## src/rtl/dial_lock_pkg.sv

```systemverilog
package dial_lock_pkg;

  localparam int NUM_STEPS = 3;

  typedef enum logic [1:0] {
    LK_IDLE = 2'd0,
    LK_ONE  = 2'd1,
    LK_TWO  = 2'd2,
    LK_OPEN = 2'd3
  } lock_state_e;

endpackage

```

## src/rtl/dial_step_match.sv

```systemverilog
module dial_step_match
  import dial_lock_pkg::*;
#(
  parameter int                         VAL_W     = 6,
  parameter logic [NUM_STEPS-1:0]       STEP_DIRS = 3'b101,
  parameter logic [NUM_STEPS*VAL_W-1:0] STEP_VALS = {6'd3, 6'd22, 6'd13}
) (
  input  logic                 op_valid,
  input  logic                 op_dir,
  input  logic [VAL_W-1:0]     op_value,
  output logic [NUM_STEPS-1:0] step_hit
);

  for (genvar i = 0; i < NUM_STEPS; i++) begin : g_step
    always_comb begin
      step_hit[i] = op_valid && (op_dir == STEP_DIRS[i]) &&
                    (op_value == STEP_VALS[i*VAL_W +: VAL_W]);
    end
  end

endmodule

```

## src/rtl/dial_lock_next.sv

```systemverilog
module dial_lock_next
  import dial_lock_pkg::*;
(
  input  lock_state_e          cur_state,
  input  logic                 op_valid,
  input  logic                 relock,
  input  logic [NUM_STEPS-1:0] step_hit,
  output lock_state_e          nxt_state
);

  always_comb begin
    nxt_state = cur_state;
    if (relock) begin
      nxt_state = LK_IDLE;
    end else if (op_valid && cur_state != LK_OPEN) begin
      case (cur_state)
        LK_IDLE: nxt_state = step_hit[0] ? LK_ONE : LK_IDLE;
        LK_ONE:  nxt_state = step_hit[1] ? LK_TWO :
                             (step_hit[0] ? LK_ONE : LK_IDLE);
        LK_TWO:  nxt_state = step_hit[2] ? LK_OPEN :
                             (step_hit[0] ? LK_ONE : LK_IDLE);
        default: nxt_state = LK_IDLE;
      endcase
    end
  end

endmodule

```

## src/rtl/dial_lock_state_reg.sv

```systemverilog
module dial_lock_state_reg
  import dial_lock_pkg::*;
(
  input  logic        clk,
  input  logic        rst,
  input  lock_state_e nxt_state,
  output lock_state_e cur_state,
  output logic        open_q
);

  always_ff @(posedge clk) begin
    if (rst) begin
      cur_state <= LK_IDLE;
      open_q    <= 1'b0;
    end else begin
      cur_state <= nxt_state;
      open_q    <= (nxt_state == LK_OPEN);
    end
  end

endmodule

```

## src/rtl/seq_dial_lock.sv

```systemverilog
module seq_dial_lock
  import dial_lock_pkg::*;
#(
  parameter int                         VAL_W     = 6,
  parameter logic [NUM_STEPS-1:0]       STEP_DIRS = 3'b101,
  parameter logic [NUM_STEPS*VAL_W-1:0] STEP_VALS = {6'd3, 6'd22, 6'd13}
) (
  input  logic             clk,
  input  logic             rst,
  input  logic             op_valid,
  input  logic             op_dir,
  input  logic [VAL_W-1:0] op_value,
  input  logic             relock,
  output logic             unlocked
);

  logic [NUM_STEPS-1:0] step_hit;
  lock_state_e          state_q;
  lock_state_e          state_d;

  dial_step_match #(
    .VAL_W    (VAL_W),
    .STEP_DIRS(STEP_DIRS),
    .STEP_VALS(STEP_VALS)
  ) match_i (
    .op_valid(op_valid),
    .op_dir  (op_dir),
    .op_value(op_value),
    .step_hit(step_hit)
  );

  dial_lock_next next_i (
    .cur_state(state_q),
    .op_valid (op_valid),
    .relock   (relock),
    .step_hit (step_hit),
    .nxt_state(state_d)
  );

  dial_lock_state_reg reg_i (
    .clk      (clk),
    .rst      (rst),
    .nxt_state(state_d),
    .cur_state(state_q),
    .open_q   (unlocked)
  );

endmodule

```

## config.mk

```make
export PLATFORM = sky130hd
export DESIGN_NAME = seq_dial_lock
export DESIGN_NICKNAME = d
export VERILOG_FILES = /design/src/rtl/dial_lock_pkg.sv /design/src/rtl/dial_step_match.sv /design/src/rtl/dial_lock_next.sv /design/src/rtl/dial_lock_state_reg.sv /design/src/rtl/seq_dial_lock.sv
export SDC_FILE = /design/constraint.sdc
export NUM_CORES = 1
export LEC_CHECK = 0
export BUFFER_PORTS_ARGS = -buffer_cell sky130_fd_sc_hd__clkbuf_2
export CAP_MARGIN = 20
export CORE_AREA = 2 2 39 41
export CTS_CLUSTER_DIAMETER = 200
export DETAILED_ROUTE_END_ITERATION = 10
export DIE_AREA = 0 0 41 43
export PLACE_DENSITY = 0.46
export SLEW_MARGIN = 30
export SYNTH_ARGS = -nofsm -noshare
export SYNTH_HDL_FRONTEND = slang
export SYNTH_SLANG_ARGS = --single-unit
```

## constraint.sdc

```tcl
create_clock -name clk -period 1.1 [get_ports clk]
set_input_delay 0.11 -clock clk [delete_from_list [all_inputs] [get_ports clk]]
set_output_delay 0.11 -clock clk [all_outputs]
set_load 0.03 [all_outputs]
```

## Yosys cells after proc, flatten, opt, wreduce, memory -nomap -nowiden

Index checks and enable logic that the tools add are counted.

- Mux-type cells: 6
- Eq/ne operators: 7
- Bitwise gates (word level): 1
- Reductions and logical operators: 7

Operators with widths:

| cell | count |
|---|---|
| two-way mux 2 bit | 4 |
| equality test 6 x 2 -> 1 bit, second input constant | 1 |
| equality test 6 x 4 -> 1 bit, second input constant | 1 |
| equality test 6 x 5 -> 1 bit, second input constant | 1 |
| logical AND 1 bit | 6 |
| one-hot mux 2 bit (3 select lines) | 1 |
| equality test 2 bit, second input constant | 2 |
| equality test 2 x 1 -> 1 bit, second input constant | 1 |
| logical NOT 2 bit | 1 |
| != test 2 bit, second input constant | 1 |
| two-way mux 1 bit | 1 |
| inverter 1 bit | 1 |

- Output and inout bits: 1
- Bits of input ports: 11
- Flip-flop bits (word level): 3
- Logic and storage cells: 23

## Depth between registers and ports, before layout

- Depth after elaboration: 8
- Gate-level depth with buffers: 4
- Depth with buffers taken out: 4

## By module

Synthesis repeated with hierarchy kept, for this count alone.

- Cells, all modules: 23
- Area total of the unflattened synthesis: 205.2 sq um

Modules (own cells, without submodules):

| module | instances | area an instance (sq um) | sequential area each (sq um) | cells an instance |
|---|---|---|---|---|
| dial_lock_state_reg | 1 | 81.3 | 60.1 | 6 |
| dial_lock_next | 1 | 67.6 | 0.0 | 9 |
| dial_step_match | 1 | 56.3 | 0.0 | 8 |

## Least setup slack after synthesis

Ideal clock, no wire load.

- Path kind: flip-flop to flip-flop
- Start point: register reg_i.cur_state[1]
- End point: register reg_i.open_q
- Stages on the path, launching flop included: 5
- Arrival: 0.976 ns
- Slack: 0.003 ns
- Period minus slack after synthesis: 1.097 ns
- Path buffers: 0
- Data required time: 0.978 ns
- Cells stage by stage: dfxtp_1 > and4bb_1 > and4b_1 > o221ai_2 > a21oi_2

- Longest elaborated chain between the ends: 5
- Elaborated cells on any way between the ends: 9
- Classes of those cells: eq/ne: 4; mux: 3; reduce/logical: 2

Ends and longest elaborated chain:

| what | line | RTL |
|---|---|---|
| from (decl) | dial_lock_state_reg.sv:7 | `output lock_state_e cur_state,` |
| from (signal assigned) | dial_lock_state_reg.sv:16 | `cur_state <= nxt_state;` |
| equality test 2 bit (tied with other cells) | dial_lock_next.sv:16 | `case (cur_state)` |
| one-hot mux 2 bit (3 select lines) / logical AND 1 bit (equally long branches) | dial_lock_next.sv:16, dial_lock_next.sv:15 |  |
| two-way mux 2 bit (*) | dial_lock_next.sv:15 | `end else if (op_valid && cur_state != LK_OPEN) begin` |
| two-way mux 2 bit (*) | dial_lock_next.sv:13 | `if (relock) begin` |
| equality test 2 bit (*) | dial_lock_state_reg.sv:17 | `open_q <= (nxt_state == LK_OPEN);` |
| to (signal assigned) | dial_lock_state_reg.sv:17 |  |
| to (decl) | dial_lock_state_reg.sv:8 | `output logic open_q` |

Mark *: on every way between the ends. The rest lies on a longest branch, timed or not.
A chain may end at the register's enable or synchronous reset.

## Worst setup path in the final report

Same ends and word-level chain as after synthesis.

==> metrics.txt <==
CP max stage cell dfxtp_2; Worst-Margin Slew 0.329 ns; worst clock skew 0.00545 ns; Core ar. 0.00138 mm^2; crit share post-route 96.8%; hold_buf cts 0; Seq/Total Area, Yosys 28.2%; Die X-Extent 41 um; Peak supply drop 0.406 mV; R2R depth 4; Final Hold Vio Count 0; max-slew violations 0; CP endpoint kind flip-flop; Reg area 62.6 um^2; critical path fanouts, max 4; max_cap viols 0; Worst Hold Endpoint reg_i.cur_state[0]; vias in the first global route 226; worst reg2reg setup slack 0.03 ns; Arr. time, crit path 1.22 ns; setup tns final 0 ns; CP Launch Type flip-flop; status complete, no violations; Crit path depth 4; Pwr Density 1020 mW/mm^2; global route overflow 0; Syn Inst Count 24; area of the multi-input gates 145 um^2; Die Span Y 43 um; FF-to-FF Start reg_i.cur_state[1]; Net Count, Synth 35; clk_lat worst skew 0.23 ns; maximum clock frequency 0.939 GHz; HP Class in2reg; Yosys cell types 20; Initial DRC Count 2; GRT Overall Usage 6.82%; largest net degree at the start of global routing 6; layout cells sized above 1 51.2%; commonest cells after routing, fill and taps aside clkbuf_2, clkbuf_4; most common cell after layout, fill and taps aside clkbuf_2; final worst path period need 1.07 ns; Die ar. 0.00176 mm^2; first-pass GRT wire length 800 um; CTS sink cnt 3; mean routed wirelength per cell 8.47 um; initial antenna violation count 0; TritonCTS Buffers 3; Hold Path Stages 2; CP top delay family simple AND/OR/NAND/NOR gates; CP Buf/Inv Count 0; vias 228; Worst R2R End reg_i.open_q; Final Setup Violations 0; CTS root buf clkbuf_4; #FFs+latches synth 3; fillcell total 148; port bufs 11; Initial Utilization 15.4%; Synth warnings 0; io pins 12; CTS clk-pin slew, worst paths 0.04 ns; drt first pass iters 3; Netlist Area Pre-Place 213 um^2; antenna cell count 0; Cell Rows 14; Final Util 24.0%; vias per inst 4.00; Layout area overhead 55.9%; Detailed Place HPWL 426 um; Final Non-Filler Cells 57; CTS tree done; placed cell count 52; RSZ-0062 raised after global routing true; Min-Delay Startpoint rst; Critical Path RT 1.26 ns; critical path class reg2reg; critical path cell sequence and4bb_1, and4b_1, o221ai_2, a21oi_2; RePlAce Congestion 0.681; # DRC 0; CP peak stage delay 0.32 ns; WL final 483 um; maximum clock path buffer count 2; Worst slew margin 77.9%; Pleak 0.153 nW; Routed Antenna Nets 0; Post-Syn Area per Cell 8.86 um^2; nets 53; H-tree levels 1
-- through the flow --
stage	worst slack, ns	hold WS, ns	instance area, um^2	power, mW
global placement	-0.0214	0.314	295	0.151
CTS	0.0137	0.0635	324	0.344
floorplan	0.00258	0.182	213	0.124
finish	0.0349	0.0659	332	0.337
detailed placement	-0.0309	0.310	295	0.150
global route	-0.0548	0.0601	332	0.360
-- final cells by class --
| type | count | area share, % |
|---|---|---|
| clock buffers | 4 | 7.92 |
| inverters | 2 | 2.26 |
| multi-input cells | 19 | 43.8 |
| flip-flops and latches | 3 | 18.9 |
| well taps | 16 | 6.04 |
| repair buffers | 13 | 21.1 |
-- synth_stat cells --
library cell | instances | share of area, %
o21ai_0 | 1 | 2.4
nand2_1 | 1 | 1.8
and2b_1 | 1 | 3.5
a221o_1 | 1 | 4.7
dfxtp_1 | 3 | 28
o211ai_1 | 1 | 3.5
a21oi_2 | 1 | 4.1
nor3b_1 | 1 | 3.5
o21ai_1 | 1 | 2.4
and4_1 | 1 | 4.1
nor3b_2 | 1 | 5.9
and4bb_1 | 1 | 5.9
nor2_1 | 2 | 3.5
o221ai_2 | 1 | 7.1
nand3_1 | 1 | 2.4
a31oi_1 | 1 | 2.9
inv_1 | 2 | 3.5
and4b_1 | 1 | 4.7
nor4_1 | 1 | 2.9
nor2b_1 | 1 | 2.9
-- how the worst max path moves through the flow --
stage | start | to | slack [ns]
6_report | reg_i.cur_state[1] | reg_i.open_q | 0.03
5_1_grt | reg_i.cur_state[1] | reg_i.open_q | -0.05
2_1_floorplan | reg_i.cur_state[1] | reg_i.open_q | 0.003
3_5_place_dp | reg_i.cur_state[1] | reg_i.open_q | -0.03
4_1_cts | reg_i.cur_state[1] | reg_i.open_q | 0.01
3_3_place_gp | reg_i.cur_state[1] | reg_i.cur_state[1] | -0.02
-- routing by layer --
| layer | track usage, % | vias up | wire, um |
|---|---|---|---|
| met5 | 0 | - | 0 |
| met4 | 4.00 | 0 | 0 |
| met3 | 3.14 | 0 | 31 |
| met2 | 9.06 | 6 | 215 |
| met1 | 8.65 | 95 | 236 |
| li1 | - | 127 | - |
-- power breakdown --
| part | switching (mW) | internal [mW] |
|---|---|---|
| clock | 0.0530 | 0.136 |
| sequential | 0.000164 | 0.109 |
| combinational | 0.0186 | 0.0202 |
| total | 0.0717 | 0.265 |
-- worst register-to-register path: cells and delay by family, from the launching register on --
family / cells / cell delay, ns
flops: 1 / 0.32
compound gates: 2 / 0.23
simple gates: 2 / 0.44
-- cells by family (layout without fill, tap and decap cells) --
kind of cell | after synthesis | in the layout | share of synthesized area, %
AOI/OAI and AO/OA | 7 | 7 | 27.1
buffers and inverters | 2 | 19 | 3.53
DFF | 3 | 3 | 28.2
and+or+nand+nor | 12 | 12 | 41.2
-- repair_timing --
action / CTS / global route
pin swaps: 1 / 0
gates cloned: 0 / 0
setup buffers: 0 / 1
setup endpoints to repair: 2 / 2
gates resized for setup: 2 / 0
-- registers in the layout, indices dropped and copies added (netlist names) --
name and flops:
reg_i.cur_state 2, reg_i.open_q 1
Note: power is estimated with default switching activity, not from simulation.
